File: src/rtl/stopclk_pm_pkg.sv
// Shared types for the stop-clock power state controller.
// Assumes a 3-bit state code that is visible at the top-level port.
package stopclk_pm_pkg;

    typedef enum logic [2:0] {
        ST_RUN       = 3'd0,
        ST_HALT      = 3'd1,
        ST_DHALT     = 3'd2,
        ST_HALT_SNP  = 3'd3,
        ST_DHALT_SNP = 3'd4,
        ST_GRANT     = 3'd5,
        ST_GRANT_SNP = 3'd6,
        ST_SLEEP     = 3'd7
    } pm_state_e;

    localparam int EVT_W = 5;

    // True in the two states where wake events are held rather than served
    function automatic logic is_grant(pm_state_e s);
        return (s == ST_GRANT) || (s == ST_GRANT_SNP);
    endfunction

    // True in the states from which a stop-clock handshake may start or finish
    function automatic logic is_armable(pm_state_e s);
        return (s == ST_RUN) || (s == ST_HALT) || (s == ST_DHALT);
    endfunction

endpackage

File: src/rtl/stopclk_grant_timer.sv
// Stop-grant handshake: arms on stop-clock assertion, requests one
// acknowledge cycle per logical processor, then counts GRANT_DELAY clocks
// after the final response before firing. While fire_ok is low the count
// holds at its last step. Also flags stop-clock released mid-handshake.
// Assumes ack_resp is a single-cycle strobe.
module stopclk_grant_timer #(
    parameter int NUM_LP      = 2,
    parameter int GRANT_DELAY = 20
) (
    input  logic clk,
    input  logic rst_n,
    input  logic stop_clk_n,
    input  logic core_reset_n,
    input  logic arm_ok,
    input  logic fire_ok,
    input  logic ack_resp,
    output logic ack_req,
    output logic grant_fire,
    output logic early_err
);
    localparam int RC_W  = $clog2(NUM_LP + 1);
    localparam int CNT_W = $clog2(GRANT_DELAY + 1);

    logic             seq_active;
    logic [RC_W-1:0]  resp_cnt;
    logic [CNT_W-1:0] cnt;
    logic             stop_q;
    logic             last_resp;

    assign ack_req    = seq_active && (resp_cnt < RC_W'(NUM_LP));
    assign last_resp  = ack_req && ack_resp && (resp_cnt == RC_W'(NUM_LP - 1));
    assign grant_fire = (cnt == CNT_W'(1)) && fire_ok;

    // Handshake progress, response count and entry countdown
    always_ff @(posedge clk) begin
        if (!rst_n) begin
            seq_active <= 1'b0;
            resp_cnt   <= '0;
            cnt        <= '0;
            stop_q     <= 1'b1;
            early_err  <= 1'b0;
        end else begin
            stop_q    <= stop_clk_n;
            early_err <= seq_active && stop_clk_n && !stop_q;
            if (!core_reset_n || grant_fire) begin
                seq_active <= 1'b0;
                resp_cnt   <= '0;
                cnt        <= '0;
            end else begin
                if (!seq_active && !stop_clk_n && arm_ok) begin
                    seq_active <= 1'b1;
                end
                if (ack_req && ack_resp) begin
                    resp_cnt <= resp_cnt + 1'b1;
                    if (last_resp) begin
                        cnt <= CNT_W'(GRANT_DELAY);
                    end
                end else if (cnt > CNT_W'(1)) begin
                    cnt <= cnt - 1'b1;
                end
            end
        end
    end


    fire_once_chk: assert property (@(posedge clk) disable iff (!rst_n)
        grant_fire |=> !grant_fire);


    req_drop_chk: assert property (@(posedge clk) disable iff (!rst_n)
        grant_fire |=> !ack_req);

endmodule

File: src/rtl/stopclk_event_latch.sv
// Holds one pending bit per wake-event type while the core is granted.
// Hands the held bits out as a one-cycle pulse on return to run, and
// raises the break-event flag while anything is held. The core reset
// pin discards held events.
module stopclk_event_latch #(
    parameter int EVT_W = 5
) (
    input  logic             clk,
    input  logic             rst_n,
    input  logic             core_reset_n,
    input  logic             latch_en,
    input  logic             deliver,
    input  logic [EVT_W-1:0] wake_evt,
    output logic             pend_any,
    output logic             brk_pend,
    output logic [EVT_W-1:0] evt_out
);
    logic [EVT_W-1:0] pend;

    assign pend_any = |pend;
    assign brk_pend = latch_en && pend_any;

    // Pending set, delivery pulse and clear
    always_ff @(posedge clk) begin
        if (!rst_n) begin
            pend    <= '0;
            evt_out <= '0;
        end else begin
            evt_out <= '0;
            if (!core_reset_n) begin
                pend <= '0;
            end else if (deliver) begin
                evt_out <= pend | wake_evt;
                pend    <= '0;
            end else if (latch_en) begin
                pend <= pend | wake_evt;
            end
        end
    end


    latch_hold_chk: assert property (@(posedge clk) disable iff (!rst_n)
        (latch_en && core_reset_n && !deliver && (|wake_evt)) |=> (|pend));


    pulse_once_chk: assert property (@(posedge clk) disable iff (!rst_n)
        (|evt_out) |=> (evt_out == '0));

endmodule

File: src/rtl/stopclk_state_fsm.sv
// Power state register and next-state logic. Tracks which logical
// processors have halted, routes snoops to the matching snoop state,
// handles sleep and the core reset pin, and flags illegal input activity
// in sleep. Assumes all strobes are single-cycle and that grant_fire comes
// from the handshake timer.
module stopclk_state_fsm
    import stopclk_pm_pkg::*;
#(
    parameter int NUM_LP = 2
) (
    input  logic              clk,
    input  logic              rst_n,
    input  logic [NUM_LP-1:0] halt_req,
    input  logic              deep_halt_en,
    input  logic              stop_clk_n,
    input  logic              sleep_n,
    input  logic              core_reset_n,
    input  logic              snoop_start,
    input  logic              snoop_done,
    input  logic [EVT_W-1:0]  wake_evt,
    input  logic              ack_resp,
    input  logic              grant_fire,
    input  logic              pend_any,
    output pm_state_e         state,
    output logic [NUM_LP-1:0] halt_mask,
    output logic              deliver,
    output logic              sleep_err
);
    pm_state_e state_nxt;
    pm_state_e halt_tgt;
    logic      all_halt;
    logic      all_halt_nxt;
    logic      any_evt;
    logic      wake_back;
    logic      mask_clr;
    logic      sleep_noise;

    assign all_halt     = &halt_mask;
    assign all_halt_nxt = &(halt_mask | halt_req);
    assign any_evt      = |wake_evt;
    assign halt_tgt     = deep_halt_en ? ST_DHALT : ST_HALT;
    assign wake_back    = pend_any || any_evt || !all_halt;
    assign sleep_noise  = stop_clk_n || snoop_start || snoop_done || any_evt
                          || (|halt_req) || ack_resp;

    // Next-state selection, with the core reset pin overriding last
    always_comb begin
        state_nxt = state;
        case (state)
            ST_RUN: begin
                if (grant_fire)        state_nxt = ST_GRANT;
                else if (all_halt_nxt) state_nxt = halt_tgt;
            end
            ST_HALT, ST_DHALT: begin
                if (any_evt)           state_nxt = ST_RUN;
                else if (grant_fire)   state_nxt = ST_GRANT;
                else if (snoop_start)  state_nxt = (state == ST_HALT) ? ST_HALT_SNP : ST_DHALT_SNP;
            end
            ST_HALT_SNP: begin
                if (snoop_done)        state_nxt = ST_HALT;
            end
            ST_DHALT_SNP: begin
                if (snoop_done)        state_nxt = ST_DHALT;
            end
            ST_GRANT: begin
                if (stop_clk_n)        state_nxt = wake_back ? ST_RUN : halt_tgt;
                else if (!sleep_n)     state_nxt = ST_SLEEP;
                else if (snoop_start)  state_nxt = ST_GRANT_SNP;
            end
            ST_GRANT_SNP: begin
                if (snoop_done)        state_nxt = ST_GRANT;
            end
            ST_SLEEP: begin
                if (sleep_n)           state_nxt = ST_GRANT;
            end
            default:                   state_nxt = ST_RUN;
        endcase
        if (!core_reset_n) begin
            state_nxt = is_grant(state) ? ST_GRANT : ST_RUN;
        end
    end

    assign deliver  = (state == ST_GRANT) && (state_nxt == ST_RUN);
    assign mask_clr = !core_reset_n
                      || (((state == ST_HALT) || (state == ST_DHALT)) && (state_nxt == ST_RUN))
                      || (deliver && (pend_any || any_evt));

    // State, halt mask and sleep misuse flag registers
    always_ff @(posedge clk) begin
        if (!rst_n) begin
            state     <= ST_RUN;
            halt_mask <= '0;
            sleep_err <= 1'b0;
        end else begin
            state     <= state_nxt;
            sleep_err <= (state == ST_SLEEP) && core_reset_n && sleep_noise;
            if (mask_clr) begin
                halt_mask <= '0;
            end else if (state == ST_RUN) begin
                halt_mask <= halt_mask | halt_req;
            end
        end
    end


    sleep_exit_chk: assert property (@(posedge clk) disable iff (!rst_n)
        ((state == ST_SLEEP) && core_reset_n) |=> ((state == ST_SLEEP) || (state == ST_GRANT)));


    no_early_grant_chk: assert property (@(posedge clk) disable iff (!rst_n)
        (is_armable(state) && !grant_fire) |=> (state != ST_GRANT));


    snoop_return_chk: assert property (@(posedge clk) disable iff (!rst_n)
        (state == ST_DHALT_SNP) |=> ((state == ST_DHALT_SNP) || (state == ST_DHALT) || (state == ST_RUN)));


    reset_grant_chk: assert property (@(posedge clk) disable iff (!rst_n)
        (is_grant(state) && !core_reset_n) |=> (state == ST_GRANT));

endmodule

File: src/rtl/stopclk_pm_ctrl.sv
// Top of the stop-clock power state controller. Joins the state machine,
// the grant handshake timer and the event latch, and decodes the clock
// gate and operating point selects from the registered state.
// Assumes every input is synchronous to the bus clock.
module stopclk_pm_ctrl
    import stopclk_pm_pkg::*;
#(
    parameter int NUM_LP      = 2,
    parameter int GRANT_DELAY = 20
) (
    input  logic              clk,
    input  logic              rst_n,
    input  logic [NUM_LP-1:0] halt_req,
    input  logic              deep_halt_en,
    input  logic              stop_clk_n,
    input  logic              sleep_n,
    input  logic              core_reset_n,
    input  logic              snoop_start,
    input  logic              snoop_done,
    input  logic [EVT_W-1:0]  wake_evt,
    input  logic              ack_resp,
    output logic [2:0]        state,
    output logic [NUM_LP-1:0] halt_mask,
    output logic              ack_req,
    output logic              clk_en,
    output logic              low_op,
    output logic              brk_pend,
    output logic [EVT_W-1:0]  evt_out,
    output logic              proto_err
);
    pm_state_e cur_state;
    logic      grant_fire;
    logic      early_err;
    logic      sleep_err;
    logic      deliver;
    logic      pend_any;

    stopclk_state_fsm #(.NUM_LP(NUM_LP)) u_fsm (
        .clk          (clk),
        .rst_n        (rst_n),
        .halt_req     (halt_req),
        .deep_halt_en (deep_halt_en),
        .stop_clk_n   (stop_clk_n),
        .sleep_n      (sleep_n),
        .core_reset_n (core_reset_n),
        .snoop_start  (snoop_start),
        .snoop_done   (snoop_done),
        .wake_evt     (wake_evt),
        .ack_resp     (ack_resp),
        .grant_fire   (grant_fire),
        .pend_any     (pend_any),
        .state        (cur_state),
        .halt_mask    (halt_mask),
        .deliver      (deliver),
        .sleep_err    (sleep_err)
    );

    stopclk_grant_timer #(.NUM_LP(NUM_LP), .GRANT_DELAY(GRANT_DELAY)) u_timer (
        .clk          (clk),
        .rst_n        (rst_n),
        .stop_clk_n   (stop_clk_n),
        .core_reset_n (core_reset_n),
        .arm_ok       (is_armable(cur_state)),
        .fire_ok      (is_armable(cur_state)),
        .ack_resp     (ack_resp),
        .ack_req      (ack_req),
        .grant_fire   (grant_fire),
        .early_err    (early_err)
    );

    stopclk_event_latch #(.EVT_W(EVT_W)) u_latch (
        .clk          (clk),
        .rst_n        (rst_n),
        .core_reset_n (core_reset_n),
        .latch_en     (is_grant(cur_state)),
        .deliver      (deliver),
        .wake_evt     (wake_evt),
        .pend_any     (pend_any),
        .brk_pend     (brk_pend),
        .evt_out      (evt_out)
    );

    // Output decode from the registered state
    assign state     = cur_state;
    assign clk_en    = (cur_state == ST_RUN) || (cur_state == ST_HALT_SNP)
                       || (cur_state == ST_DHALT_SNP) || (cur_state == ST_GRANT_SNP);
    assign low_op    = (cur_state == ST_DHALT) || (cur_state == ST_DHALT_SNP);
    assign proto_err = early_err || sleep_err;


    gate_snoop_chk: assert property (@(posedge clk) disable iff (!rst_n)
        ((cur_state == ST_GRANT) && snoop_start && !stop_clk_n && sleep_n && core_reset_n) |=> clk_en);

endmodule

File: config.mk
export PLATFORM = sky130hd
export DESIGN_NAME = stopclk_pm_ctrl
export DESIGN_NICKNAME = d
export VERILOG_FILES = /design/src/rtl/stopclk_pm_pkg.sv /design/src/rtl/stopclk_grant_timer.sv /design/src/rtl/stopclk_event_latch.sv /design/src/rtl/stopclk_state_fsm.sv /design/src/rtl/stopclk_pm_ctrl.sv
export SDC_FILE = /design/constraint.sdc
export NUM_CORES = 1
export LEC_CHECK = 0
export BUFFER_PORTS_ARGS = -buffer_cell sky130_fd_sc_hd__buf_2
export CORE_UTILIZATION = 45
export DETAILED_ROUTE_END_ITERATION = 10
export PLACE_DENSITY = 0.68
export SYNTH_ARGS = -nofsm -noshare
export SYNTH_HDL_FRONTEND = slang
export SYNTH_HIERARCHICAL = 1
export SYNTH_SLANG_ARGS = --single-unit
export TNS_END_PERCENT = 10
File: constraint.sdc
create_clock -name clk -period 3.4 [get_ports clk]
set_input_delay 0.17 -clock clk [delete_from_list [all_inputs] [get_ports clk]]
set_output_delay 0.17 -clock clk [all_outputs]
set_load 0.01 [all_outputs]
# Word level (Yosys, flattened, before mapping)
# Cells that the tools add are included.
totals:
  regBits: 26
  output_inout_bits: 15
classes:
  add_sub_neg: 2
  magnitude_cmp: 2
  eq_ne: 10
  mux: 21
  bitwise_logic: 4
  reduce_logical: 52
op_table:
  columns: ["op", "n"]
  rows:
  - ["$mux 3", 16]
  - ["$pmux 3 s7", 1]
  - ["$logic_or 1x1->1", 19]
  - ["$mux 5", 3]
  - ["$logic_and 1x1->1", 14]
  - ["$eq 3x3->1 const B", 4]
  - ["$reduce_or 5->1", 2]
  - ["$reduce_or 2->1", 4]
  - ["$eq 3x2->1 const B", 2]
  - ["$logic_not 3->1", 2]
  - ["$reduce_and 2->1", 3]
  - ["$eq 5x1->1 const B", 1]
  - ["$gt 5x1->1 const B", 1]
  - ["$logic_not 1->1", 5]
  - ["$or 5x5->5", 1]
  - ["$sub 5x1->5 const B", 1]
  - ["$eq 3x1->1 const B", 1]
  - ["$reduce_and 3->1", 1]
  - ["$reduce_or 3->1", 1]
  - ["$add 2x1->2 const B", 1]
  - ["$eq 2x1->1 const B", 1]
  - ["$lt 2x2->1 const B", 1]
  - ["$mux 2", 1]
  - ["$ne 2x1->1 const B", 1]
  - ["other kinds (3)", 4]

# Logic depth before layout (Yosys ltp)
# Gate-level depths: netlist (run 1).
depth:
  ltp_word: 13
  mapped_depth: 9
  depth_no_buf: 9

# By module
# The synthesis (run 1) kept the hierarchy.
by_module_without_submodules:
  columns: ["mod", "n_inst", "cells_per_inst", "area_each_um2", "seq_area_each_um2"]
  rows:
  - ["stopclk_state_fsm", 1, 78, 615.6, 120.1]
  - ["stopclk_grant_timer", 1, 56, 511.7, 200.2]
  - ["stopclk_event_latch", 1, 36, 331.6, 200.2]
  - ["stopclk_pm_ctrl", 1, 8, 56.3, 0.0]

# Worst setup path before layout (run 1)
# OpenSTA, ideal clock, no wires.
synth_path:
  path_type: "flip-flop to flip-flop"
  from: "register u_fsm.state[0]"
  to: "register u_latch.pend[0]"
  setup_time_ns: 0.114
  arrival_time_ns: 2.122
  slack_ns: 1.164
  path_stages_with_launch: 9
  period_less_slack_ns: 2.236
  cell_sequence: "dfxtp_1 -> a21oi_1 -> and3_1 -> o211ai_1 -> a21oi_1 -> o311a_2 -> a2111oi_2 -> nand3b_4 -> nor2_1"
synth_via:
  elab_chain_len: 11
  elab_cells_between_ends: 32
synth_rtl:
  columns: ["element", "line", "rtl"]
  rows:
  - ["from (decl)", "stopclk_state_fsm.sv:24", "output pm_state_e state,"]
  - ["from (signal assigned)", "stopclk_state_fsm.sv:95", "state <= state_nxt;"]
  - ["$eq 3x1->1 or $logic_not 3->1 (tied branches)", "stopclk_pm_pkg.sv:25", "return (s == ST_RUN) || (s == ST_HALT) || (s == ST_DHALT);"]
  - ["$logic_or 1x1->1", "stopclk_pm_pkg.sv:25", null]
  - ["$logic_or 1x1->1 (*)", "stopclk_pm_pkg.sv:25", null]
  - ["$logic_and 1x1->1 (*)", "stopclk_grant_timer.sv:32", "assign grant_fire = (cnt == CNT_W'(1)) && fire_ok;"]
  - ["named net grant_fire", "stopclk_pm_ctrl.sv:32", "logic grant_fire;"]
  - ["$mux 3", "stopclk_state_fsm.sv:56", "else if (grant_fire) state_nxt = ST_GRANT;"]
  - ["$mux 3", "stopclk_state_fsm.sv:55", "if (any_evt) state_nxt = ST_RUN;"]
  - ["$pmux 3 s7 (*)", "stopclk_state_fsm.sv:49", "case (state)"]
  - ["$mux 3 (*)", "stopclk_state_fsm.sv:78", "if (!core_reset_n) begin"]
  - ["$logic_not 3->1 (*)", "stopclk_state_fsm.sv:83", "assign deliver = (state == ST_GRANT) && (state_nxt == ST_RUN);"]
  - ["$logic_and 1x1->1 (*)", "stopclk_state_fsm.sv:83", null]
  - ["named net deliver", "stopclk_pm_ctrl.sv:35", "logic deliver;"]
  - ["$reduce_or 3->1 (no source line) (*)", null, null]
  - ["to (signal assigned)", "stopclk_event_latch.sv:36", "pend <= pend | wake_evt;"]
  - ["to (decl)", "stopclk_event_latch.sv:18", "logic [EVT_W-1:0] pend;"]
# The timed path passes the listed nets; every way through them passes the cells marked *.
# A chain may end at the register's enable or synchronous reset.

# Worst setup path after layout (run 1)
layout_path:
  from: "register u_fsm.state[0]"
  to: "register u_latch.evt_out[1]"
layout_via:
  elab_chain_len: 11
  elab_cells_between_ends: 32
layout_rtl:
  columns: ["element", "line", "rtl"]
  rows:
  - ["$eq 3x1->1 or $logic_not 3->1 (tied branches)", "stopclk_pm_pkg.sv:25", null]
  - ["$logic_or 1x1->1", "stopclk_pm_pkg.sv:25", null]
  - ["$logic_or 1x1->1 (*)", "stopclk_pm_pkg.sv:25", null]
  - ["$logic_and 1x1->1 (*)", "stopclk_grant_timer.sv:32", null]
  - ["named net grant_fire", "stopclk_pm_ctrl.sv:32", null]
  - ["$mux 3", "stopclk_state_fsm.sv:56", null]
  - ["$mux 3", "stopclk_state_fsm.sv:55", null]
  - ["$pmux 3 s7 (*)", "stopclk_state_fsm.sv:49", null]
  - ["$mux 3 (*)", "stopclk_state_fsm.sv:78", null]
  - ["$logic_not 3->1 (*)", "stopclk_state_fsm.sv:83", null]
  - ["$logic_and 1x1->1 (*)", "stopclk_state_fsm.sv:83", null]
  - ["named net deliver", "stopclk_pm_ctrl.sv:35", null]
  - ["$reduce_and 3->1 (no source line) (*)", null, null]
  - ["to (signal assigned)", "stopclk_event_latch.sv:33", "evt_out <= pend | wake_evt;"]
  - ["to (decl)", "stopclk_event_latch.sv:16", "output logic [EVT_W-1:0] evt_out"]
# Marks and branches as above.

==> impl_metrics.yaml, run 1 <==
worst_setup_path:
  required_ns: 3.67
  startpoint: "u_fsm/state[0]$_SDFF_PN0_"
  crit_fanout: 19
  rr_worst_depth: 8
  r2r-start: "u_fsm/state[0]$_SDFF_PN0_"
  r2r_slack_ns: 0.74
  max_stage_delay_ns: 0.74
  worstSetupPathType: "flip-flop to flip-flop"
  cp.arrival_ns: 2.93
  critPathSlowestCell: "dfxtp_1"
  startpoint_type: "flip-flop"
  worstPathCellList: "a21oi_1 -> and3_1 -> o211ai_1 -> a21oi_1 -> o311a_2 -> a2111oi_2 -> nand3_2 -> nor2_1"
  r2r_end: "u_latch/evt_out[1]$_SDFF_PN0_"
  path_common_cell: "a21oi_1"
  endpoint_kind: "flip-flop"
synthesis:
  synthCells: 178
  synth_cell_type_count: 55
  syn_nets: 197
  ys_seq_area_share_pct: 34.4
  postSynth.asyncResetShare_pct: 0
  synth_ff_type: "dfxtp_1"
  syn_avg_cell_area_sq_um: 8.51
  ys_warn_count: 6
  synth_area_sq_um: 1520
  synth_edf_count: 0
  synth_seq_cells: 26
routing:
  dr.pass1.iters: 5
  vias: 1454
  top_layer: "met5"
  wl_met1_mm: 1.40
  totalWireLength_mm: 3.34
  wl_met2_mm: 1.64
  drc: 0
  drtAntennaViolNets: 0
  wl_met3_um: 256
  wl_per_cell_um: 13.2
  initialDrtViolationCount: 119
  vias_per_cell: 5.75
cts:
  post_cts_buffers: 0
  root_buffer: "clkbuf_4"
  numCtsBuffers: 3
  hold_buffers: 0
  clk_pin_slew_ns: 0.14
  ctsResizeCount: 0
  cts.sinks: 26
  h-tree-depth: 1
  clk_latency_ns: 0.32
  clockBufferDepth: 2
  cts_tree: "done"
floorplanning:
  num_rows: 20
  pin_count: 31
  chipHeight_um: 60.0
  die_w_um: 60.0
  core_sq_um: 3130
  initial_core_util_pct: 48.4
  die_area_sq_um: 3600
placed_design:
  place.gp.congestion: 0.998
  dpl.hpwl_mm: 2.59
  port_buffers: 30
  dp_cells: 249
finish:
  stdcell_count: 253
  drive_gt1_share_pct: 28.2
  antenna_cells: 0
  final_util_pct: 56.0
  nets: 229
  syn_to_final_growth_pct: 15.7
grt:
  antenna_found_initial: 1
  grt_max_degree: 20
  grt_pass1_vias: 1255
  overflow: 0
  grt_pass1_wl_mm: 5.55
  track_usage_pct: 20.6
timing:
  relSlewSlack_pct: 57.7
  hold_violations: 0
  drv_slew: 0
  worstMarginPinSlew_ns: 0.634
  min_period_ns: 2.66
  setup_tns_ns: 0
  whs_ns: 0.0887
  fmax_mhz: 376
  rsz0062_at_grt: "no"
  finClkSkew_ns: 0.00898
  setup_viol: 0
  fin_crit_sh_pct: 78.3
pwr:
  finalPower_uw: 939
  leakage_nw: 0.722
  ir_worst_vdd_uv: 401
  power_density_nw_per_um2: 536
worst_hold_path:
  min_from: "wake_evt[4]"
  holdPathStages: 3
  hold_path.class: "primary input to flip-flop"
  hold_path_end: "u_latch/evt_out[4]$_SDFF_PN0_"
run_status:
  status: "finished clean"
run:
  cap_violations: 0
-- metal layers --
metal,global-route usage [%],vias up
met4,5.65,2
met2,34.0,71
met3,5.84,6
li1,-,711
met5,0,-
met1,26.1,664
-- worst max-delay path, delay by kind of cell (launching register included) --
| family | cells | cell delay [ns] |
|---|---|---|
| flip-flops | 1 | 0.74 |
| AND/OR/NAND/NOR | 3 | 0.60 |
| AO/OA/AOI/OAI | 5 | 1.29 |
-- registers in the layout, indices dropped and copies added (netlist names) --
register and cells:
u_timer/cnt 5, u_timer/stop_q 1, u_fsm/sleep_err 1, u_latch/evt_out 5
u_fsm/halt_mask 2, u_latch/pend 5, u_timer/early_err 1, u_timer/seq_active 1
u_timer/resp_cnt 2, u_fsm/state 3
-- per-stage QoR --
stage,setup slack [ns],area (sq um)
finish,0.737,1750
global route,0.469,1750
CTS,0.742,1750
detailed placement,0.760,1700
global placement,0.833,1700
floorplan,1.16,1520
-- kinds of logic after synthesis --
family	count (synthesis)	share of synthesized area [%]
AOI/OAI and AO/OA	45	21.0
xor gates and xnor gates	6	3.47
adders and majority gates	3	2.48
buffers and inverters	11	3.47
DFF	26	34.4
muxes	1	0.661
and+or+nand+nor	86	34.6
-- final cells by class --
class | instances | area [sq um]
sequential | 26 | 520
inverter | 8 | 32.5
multi-input combinational | 141 | 942
clock inverter | 1 | 30.0
tap | 44 | 55.1
clock buffer | 3 | 22.5
fill | 295 | 1380
timing repair buffer | 30 | 150
-- cell usage after synthesis, drive strengths merged, types with 3 or more instances --
cell type / n / area share [%]
or3: 3 / 1.3
buf: 3 / 1.3
nand3b: 3 / 4.0
nand4: 3 / 1.2
xnor2: 4 / 2.3
a31oi: 5 / 2.1
and2b: 3 / 1.8
and2: 4 / 1.8
nor2: 32 / 8.1
o22ai: 3 / 1.2
a21oi: 15 / 5.0
nand3: 5 / 2.0
dfxtp: 26 / 34
nand2: 10 / 3.0
inv: 8 / 2.1
ha: 3 / 2.5
nor3: 8 / 4.0
o21ai: 5 / 1.7
nor2b: 3 / 1.4
a2111oi: 3 / 3.0
-- report_power, final --
group	internal [mW]	switching, mW
clock	0.119	0.0886
sequential	0.330	0.0434
combinational	0.162	0.196
-- layout by cell type (no fill, tap or decap), types with 2 or more instances in the layout --
cell,instances
or4_1,2
and2_2,2
buf_2,30
o22ai_1,3
xnor2_1,4
nor3b_1,2
nand2_1,9
dfxtp_1,26
clkbuf_4,3
or3_1,2
nand4_1,3
nor4_1,2
o21ai_0,4
and2_1,2
nor2b_1,2
nor3_2,2
a22oi_1,2
nor2_1,31
ha_1,3
a2111oi_2,3
nand3_1,4
a31oi_1,5
nand3b_4,3
xor2_1,2
o21a_1,2
a21oi_1,15
nor3_1,5
inv_1,7
and2b_2,2
-- worst max-delay path by stage --
| stage | end | cells past startpoint |
|---|---|---|
| 3_3_place_gp | u_latch/pend[3]$_SDFFE_PP0P_ | 8 |
| 4_1_cts | u_latch/evt_out[1]$_SDFF_PN0_ | 8 |
| 6_report | u_latch/evt_out[1]$_SDFF_PN0_ | 8 |
| 5_1_grt | u_latch/evt_out[0]$_SDFF_PN0_ | 8 |
| 2_1_floorplan | u_latch/pend[0]$_SDFFE_PP0P_ | 8 |
| 3_5_place_dp | u_latch/pend[2]$_SDFFE_PP0P_ | 8 |
(Power assumes the default switching activity.)
==> run 2: changes to the inputs <==
Settings changed: ABC_AREA set to 1, PLACE_DENSITY 0.68 to 0.67.
Clock period 3.4 ns to 2.74 ns, I/O delays scaled along.
==> impl_metrics.yaml, run 2 <==
routing:
  vias_per_cell: 4.77
  wl_per_cell_um: 10.4
  drc: 0
  dr.pass1.iters: 4
  initialDrtViolationCount: 92
  totalWireLength_mm: 3.29
  vias: 1512
  drtAntennaViolNets: 0
cts:
  clk_pin_slew_ns: 0.14
  post_cts_buffers: 0
  root_buffer: "clkbuf_4"
  ctsResizeCount: 0
  numCtsBuffers: 3
  cts_tree: "done"
  h-tree-depth: 1
  clockBufferDepth: 2
  cts.sinks: 26
  hold_buffers: 0
  clk_latency_ns: 0.32
finish:
  antenna_cells: 0
  layout_common_cells: "nor2_1 (50), nand2_1 (40), inv_1 (31)"
  syn_to_final_growth_pct: 14.9
  final_util_pct: 54.9
  drive_gt1_share_pct: 27.7
  nets: 291
  final_common_cell: "nor2_1"
  reg_top3: "u_latch/evt_out (5), u_latch/pend (5), u_timer/cnt (5)"
worst_setup_path:
  crit_family: "simple AND/OR/NAND/NOR gates"
  cp.arrival_ns: 2.04
  crit_fanout: 12
  critPathSlowestCell: "nor3b_1"
  startpoint_type: "flip-flop"
  path_common_cell: "inv_1"
  endpoint_kind: "output port"
  worstPathCellList: "inv_1 -> nor3b_1 -> nand2_1 -> inv_1 -> buf_2"
  worstSetupPathType: "flip-flop to output port"
  required_ns: 2.60
  path_buf_inv: 3
  max_stage_delay_ns: 0.68
run:
  cap_violations: 0
placed_design:
  dpl.hpwl_mm: 2.58
  place.gp.congestion: 0.960
  port_buffers: 30
synthesis:
  postSynth.asyncResetShare_pct: 0
  synthCells: 238
  synth_area_sq_um: 1620
  synth_edf_count: 0
  syn_avg_cell_area_sq_um: 6.80
  post-synth-top-count-cell: "nor2_1"
  synth_seq_cells: 26
  synth_common_cells: "nor2_1 (50), nand2_1 (40), inv_1 (31), dfxtp_1 (26), a21oi_1 (12)"
  synth_cell_type_count: 29
  ys_warn_count: 6
  ys_seq_area_share_pct: 32.1
  synth.top_cell.area_share_pct: 32.1
  synth_top_area_cell: "dfxtp_1"
  synth_ff_type: "dfxtp_1"
  synthTopCellsByArea: "dfxtp_1 (32%), nor2_1 (12%), nand2_1 (9.3%), inv_1 (7.2%), a21oi_1 (3.7%)"
  syn_nets: 257
grt:
  antenna_found_initial: 0
  grt_max_degree: 16
  grt_pass1_vias: 1190
  overflow: 0
  track_usage_pct: 18.4
  grt_pass1_wl_mm: 5.24
floorplanning:
  die_w_um: 62.0
  pin_count: 31
  chipHeight_um: 62.0
  die_area_sq_um: 3840
  core_sq_um: 3390
  num_rows: 21
  initial_core_util_pct: 47.8
pwr:
  leakage_nw: 0.924
  power_density_nw_per_um2: 659
  ir_worst_vdd_uv: 298
  p_int_uw: 750
  seqPwrFrac_pct: 36.1
  comb_power_share_pct: 42.4
  switching_power_uw: 477
  clkPwrFrac_pct: 21.5
  swShare_pct: 38.8
timing:
  hold_violations: 0
  setup_tns_ns: 0
  drv_slew: 0
  relSlewSlack_pct: 48.0
  finClkSkew_ns: 0.00746
  fmax_mhz: 459
  fin_crit_sh_pct: 79.4
  rsz0062_at_grt: "no"
  setup_viol: 0
  min_period_ns: 2.18
  worstMarginPinSlew_ns: 0.778
run_status:
  status: "finished clean"
worst_hold_path:
  hold_path.class: "primary input to flip-flop"
-- run 2: cell count changes after synthesis, moves of 7 or more --
cell / previous run / this run
nand2_1: 9 / 40
nand2_2: 0 / 7
inv_2: 0 / 7
nand3_1: 4 / 11
inv_1: 7 / 31
nor2_1: 31 / 50
-- run 2: power by group through the flow --
stage	sequential (mW)	clock, mW	combinational, mW
detailed placement	0.452	0	0.518
global placement	0.452	0	0.514
CTS	0.443	0.271	0.523
floorplan	0.453	0	0.415
global route	0.449	0.292	0.589
finish	0.443	0.263	0.521
-- run 2: worst paths after layout --
check,startpoint,end,slack [ns],cells past startpoint
worst max-delay path,u_fsm/state[2]$_SDFF_PN0_,brk_pend,0.56,5
worst min-delay path,wake_evt[4],u_latch/evt_out[4]$_SDFF_PN0_,0.07,3
worst max register to register,u_fsm/state[2]$_SDFF_PN0_,u_latch/pend[4]$_SDFFE_PP0P_,0.60,16
worst min register to register,u_timer/stop_q$_SDFF_PN1_,u_timer/early_err$_SDFF_PN0_,0.39,1
-- run 2: per-layer routing --
metal / vias to the layer above / part of all wire [%] / track usage (%)
met4: 0 / 0.46 / 2.86
li1: 813 / - / -
met3: 2 / 5.7 / 4.35
met2: 41 / 42 / 27.1
met1: 656 / 51 / 27.4
met5: - / 0 / 0
-- run 2: final cells by class --
| type | instances | area, sq um |
|---|---|---|
| flip-flops and latches | 26 | 520 |
| well taps | 46 | 57.6 |
| inverters | 39 | 149 |
| clock inverters | 1 | 30.0 |
| multi-input cells | 170 | 916 |
| fillers | 359 | 1530 |
| clock buffers | 3 | 22.5 |
| repair buffers | 32 | 165 |
-- run 2: logic make-up after synthesis --
logic type	after synthesis	share of synthesized area, %
adder cells (fa/ha/maj)	3	2.32
AO/OA/AOI/OAI	26	8.96
buffers and inverters	42	11.3
XOR/XNOR	2	1.08
AND/OR/NAND/NOR	139	44.2
flip-flops	26	32.1
-- run 2: worst register-to-register path: cells and delay by family, from the launching register on --
family                 cells  cell delay (ns)
flip-flops                 1             0.59
buffers and inverters      4             0.34
AND/OR/NAND/NOR           12             1.08
-- run 2: metrics by stage --
stage | area (sq um) | hold WS, ns | instances | total power, mW | setup WS, ns
6_report | 1860 | 0.0654 | 317 | 1.23 | 0.564
4_1_cts | 1860 | 0.0550 | 317 | 1.24 | 0.577
5_1_grt | 1860 | 0.0456 | 317 | 1.33 | 0.388
2_1_floorplan | 1620 | 0.206 | 238 | 0.868 | 0.951
3_3_place_gp | 1810 | 0.374 | 313 | 0.966 | 0.722
3_5_place_dp | 1810 | 0.371 | 313 | 0.969 | 0.654
